===== config.mk =====
export PLATFORM = sky130hd
export DESIGN_NAME = irq_tracker
export DESIGN_NICKNAME = d
export VERILOG_FILES = /design/src/rtl/irq_tracker.sv
export SDC_FILE = /design/constraint.sdc
export NUM_CORES = 1
export LEC_CHECK = 0
export ABC_AREA = 1
export ABC_CLOCK_PERIOD_IN_PS = 1000
export BUFFER_PORTS_ARGS = -buffer_cell sky130_fd_sc_hd__buf_2
export CAP_MARGIN = 20
export CORE_ASPECT_RATIO = 0.6
export CORE_MARGIN = 2
export CORE_UTILIZATION = 40
export CTS_BUF_LIST = sky130_fd_sc_hd__clkbuf_8
export DETAILED_ROUTE_END_ITERATION = 8
export PLACE_DENSITY = 0.69
export SKIP_CTS_REPAIR_TIMING = 1
export SLEW_MARGIN = 20
export SYNTH_ARGS = -nofsm -noshare
export SYNTH_HDL_FRONTEND = slang
export SYNTH_SLANG_ARGS = --single-unit

===== constraint.sdc =====
create_clock -name clk -period 1 [get_ports clk]
set_clock_uncertainty 0.15 [all_clocks]
set_input_delay 0.15 -clock clk [delete_from_list [all_inputs] [get_ports clk]]
set_output_delay 0.15 -clock clk [all_outputs]
set_load 0.05 [all_outputs]

===== src/rtl/irq_tracker.sv =====
module irq_tracker #(
  parameter int N = 8
) (
  input  logic                 clk,
  input  logic                 rst_n,
  input  logic [N-1:0]         irq_line,
  input  logic                 ack_valid,
  input  logic [$clog2(N)-1:0] ack_id,
  input  logic                 ret_valid,
  input  logic [$clog2(N)-1:0] ret_id,
  input  logic                 wr_en,
  input  logic [2:0]           wr_sel,
  input  logic [N-1:0]         wr_data,
  output logic [N-1:0]         pend_o,
  output logic [N-1:0]         en_o,
  output logic [N-1:0]         act_o,
  output logic                 req_o,
  output logic [$clog2(N)-1:0] req_id
);
  localparam int IW = $clog2(N);
  localparam logic [2:0] OP_SETP = 3'd0;
  localparam logic [2:0] OP_CLRP = 3'd1;
  localparam logic [2:0] OP_SETE = 3'd2;
  localparam logic [2:0] OP_CLRE = 3'd3;
  localparam logic [2:0] OP_TRIG = 3'd4;
  localparam logic [N-1:0] ONE = {{(N-1){1'b0}}, 1'b1};

  logic [N-1:0] pend_q, en_q, act_q, line_q;
  logic [N-1:0] ack_m, ret_m, trig_m, rise, eff_act, hw_set;
  logic [N-1:0] set_p, clr_p, set_e, clr_e, ready;

  assign ack_m  = ack_valid ? (ONE << ack_id) : '0;
  assign ret_m  = ret_valid ? (ONE << ret_id) : '0;
  assign set_p  = (wr_en && wr_sel == OP_SETP) ? wr_data : '0;
  assign clr_p  = (wr_en && wr_sel == OP_CLRP) ? wr_data : '0;
  assign set_e  = (wr_en && wr_sel == OP_SETE) ? wr_data : '0;
  assign clr_e  = (wr_en && wr_sel == OP_CLRE) ? wr_data : '0;
  assign trig_m = (wr_en && wr_sel == OP_TRIG) ? (ONE << wr_data[IW-1:0]) : '0;

  assign rise    = irq_line & ~line_q;
  assign eff_act = (act_q & ~ret_m) | ack_m;
  assign hw_set  = (eff_act & rise) | (~eff_act & irq_line);

  always_ff @(posedge clk) begin
    if (!rst_n) begin
      pend_q <= '0;
      en_q   <= '0;
      act_q  <= '0;
      line_q <= '0;
    end else begin
      pend_q <= hw_set | set_p | trig_m | (pend_q & ~clr_p & ~ack_m);
      en_q   <= (en_q | set_e) & ~clr_e;
      act_q  <= eff_act;
      line_q <= irq_line;
    end
  end

  assign ready = pend_q & en_q & ~act_q;

  always_comb begin
    req_o  = 1'b0;
    req_id = '0;
    for (int i = N - 1; i >= 0; i--) begin
      if (ready[i]) begin
        req_o  = 1'b1;
        req_id = IW'(i);
      end
    end
  end

  assign pend_o = pend_q;
  assign en_o   = en_q;
  assign act_o  = act_q;
endmodule



==> impl_metrics.ini <==
[run_status]
outcome = finished, violations left
failed_checks = hold timing, setup timing

[sta]
final.min_clock_period_ns = 1.74
ratio_of_final_minimum_period_to_clock_period_pct = 174
hold_ws_ns = -0.0936
fin_ws_ns = -0.740
setup_viol = 38
max_slew.worst_pin.slew_ns = 0.323
timing.slew.headroom_pct = 78.4
hold_violations = 7
setup_tns_ns = -7.67
final-max-slew-violation-count = 0
clock.fmax_ghz = 0.575
unrepaired_setup_endpoints_after_global_routing = yes

[critical_path]
capturing_element_type_of_the_critical_path = output port
criticalPathCategory = register to output port
startpoint_type = register
crit_arrival_ns = 1.44
worst_ep_required_time_ns = 0.70
worst-path-max-fanout = 2

[global_routing]
pin_count_of_the_biggest_net_entering_global_routing = 13
first_pass_grt_wire_length_mm = 8.15
first_global_vias = 1726
grt_antenna_before_repair = 0
gr-usage-all-layers_pct = 23.8
globalRoute.totalOverflow = 0

[floorplanning]
fp-row-count = 18
io_pins = 58
die_height_um = 54.2
dieWidth_um = 87.6
floorplan.initialDensity_pct = 41.2
core_area_mm2 = 0.00408
die_area_mm2 = 0.00475

[placement]
placed_cells_incl_taps = 430
dp.final_hpwl_mm = 4.28
place.gp.congestion = 0.874
port_buffers = 57

[clock_network]
clk_pin_slew_ns = 0.07
insertion_delay_ns = 0.29
cts-htree-levels = 2
cts_tree = done
tritoncts.num_buffers = 5
cts_root_buffer = sky130_fd_sc_hd__clkbuf_8
cts.sinks = 32
clock_tree.buffer_depth = 2

[route]
route.antenna.remaining_nets = 0
vias = 2158
drtPass1Iterations = 4
remaining_drc_errors = 0
postRouteWirelength_mm = 6.17
wl_per_cell_um = 14.0
dr.first_iter.drc_count = 163
vias_per_cell = 4.89

[finish]
num-nets-final = 411
finalNonFillerCells = 441
fin_util_pct = 77.9
syn_to_final_growth_pct = 89.2
post_route_cells_drive_above_1_share_pct = 49.9
antenna_cells_inserted = 0
layout.cells.most_common = sky130_fd_sc_hd__nand2_1
commonest_non_fill_non_tap_cells_in_the_layout = sky130_fd_sc_hd__nand2_1 (62), sky130_fd_sc_hd__nor2_1 (36), sky130_fd_sc_hd__inv_1 (34), sky130_fd_sc_hd__buf_2 (28), sky130_fd_sc_hd__buf_4 (28)

[power]
total_power_w = 0.00346
vdd_ir_drop_max_mv = 0.868
cellPowerDensity_mw_per_mm2 = 1090
p_leak_nw = 1.58

[logic_synthesis]
netlist_area_mm2 = 0.00168
synth-seq-cells = 32
synth_mux_area_share_pct = 0
synth_fa_ha_area_share_pct = 0
post_synth.cell_area_avg_um2 = 6.17
synth_top_family_by_area = simple AND/OR/NAND/NOR gates
post_synth_xor_area_fraction_pct = 0
synth_cell_types = 22
synth_sequential_area_ratio_pct = 38.2
postSynthCellCount = 272
synth_compound_gate_area_share_pct = 10.1
synthesized_net_count = 302
yosys_warnings = 0
post_synth_and_or_nand_nor_area_fraction_pct = 41.6

[run]
max_cap_violations = 0

[hold_path]
hp-class = input pin to register
[layer usage]
layer  track usage [%]  routed length, µm  vias up
met3              6.13                663       14
met5                 0                  0        -
met2              34.6               2680      112
li1                  -                  -     1075
met1              34.5               2700      957
met4              6.92                120        0
[registers in the layout, summed over array words and instances, names as in the netlist]
register,count
act_o,8
line_q,8
pend_o,8
en_o,8
[per-stage QoR]
step	hold WS [ns]	area [µm²]	setup slack [ns]
floorplan	0.0935	1860	-0.487
global placement	0.199	2570	-0.470
detailed placement	0.206	2570	-0.504
CTS	-0.0922	2660	-0.816
global route	-0.0706	3180	-0.802
finish	-0.0936	3180	-0.740
[critical path: stages (launching register included)]
cell and delay (ns):
sky130_fd_sc_hd__dfxtp_4 0.37, sky130_fd_sc_hd__nand2_4 0.06, sky130_fd_sc_hd__nor2_1 0.10, sky130_fd_sc_hd__nand2_1 0.05, sky130_fd_sc_hd__nand2_1 0.05, sky130_fd_sc_hd__nand2_1 0.06
sky130_fd_sc_hd__nand2_1 0.09, sky130_fd_sc_hd__nand2_2 0.07, sky130_fd_sc_hd__a21oi_4 0.12, sky130_fd_sc_hd__buf_6 0.17
[cells in the mapped netlist]
master	count	area share [%]
sky130_fd_sc_hd__or2_2	1	0.37
sky130_fd_sc_hd__nor2_2	1	0.37
sky130_fd_sc_hd__nor3_2	1	0.60
sky130_fd_sc_hd__nor2_1	50	11
sky130_fd_sc_hd__o21ai_1	6	1.8
sky130_fd_sc_hd__nand4_1	4	1.5
sky130_fd_sc_hd__nand4_2	1	0.75
sky130_fd_sc_hd__dfxtp_1	32	38
sky130_fd_sc_hd__inv_2	3	0.67
sky130_fd_sc_hd__inv_1	37	8.3
sky130_fd_sc_hd__nor2_4	2	1.3
sky130_fd_sc_hd__nand3b_1	1	0.45
sky130_fd_sc_hd__a21boi_0	1	0.45
sky130_fd_sc_hd__a21oi_1	9	2.7
sky130_fd_sc_hd__clkinv_1	1	0.22
sky130_fd_sc_hd__nand2_1	76	17
sky130_fd_sc_hd__buf_2	1	0.30
sky130_fd_sc_hd__nand3_2	1	0.60
sky130_fd_sc_hd__o21ai_0	10	3.0
sky130_fd_sc_hd__o22ai_1	6	2.2
sky130_fd_sc_hd__nand3_1	25	7.5
sky130_fd_sc_hd__clkbuf_1	3	0.67
[kinds of logic after synthesis]
logic type,after synthesis
DFF,32
buffers and inverters,45
AOI/OAI and AO/OA,32
and+or+nand+nor,163
[report_power, final]
group / total [W] / internal, W / leakage, nW / switching (W)
logic: 0.00106 / 0.000465 / 1.26 / 0.000597
clock network: 0.00102 / 0.000536 / 0.0447 / 0.000486
registers: 0.00138 / 0.00132 / 0.279 / 0.0000548
[worst paths after layout]
path	cells past startpoint	slack, ns	end	startpoint
worst max-delay path	9	-0.74	req_id[0]	pend_o[7]
worst max register to register	7	-0.13	pend_o[6]	act_o[6]
worst min-delay path	3	-0.09	line_q[4]	irq_line[4]
worst min register to register	3	0.33	pend_o[0]	line_q[0]
[area by class of cell]
type                            count  area (µm²)
Multi-Input combinational cell    195        1120
Timing Repair Buffer              106        1010
Fill cell                         276         900
Sequential cell                    32         723
Inverter                           41         159
Clock buffer                        6        82.6
Tap cell                           60        75.1
Clock inverter                      1        3.75
(Power assumes the default switching activity.)
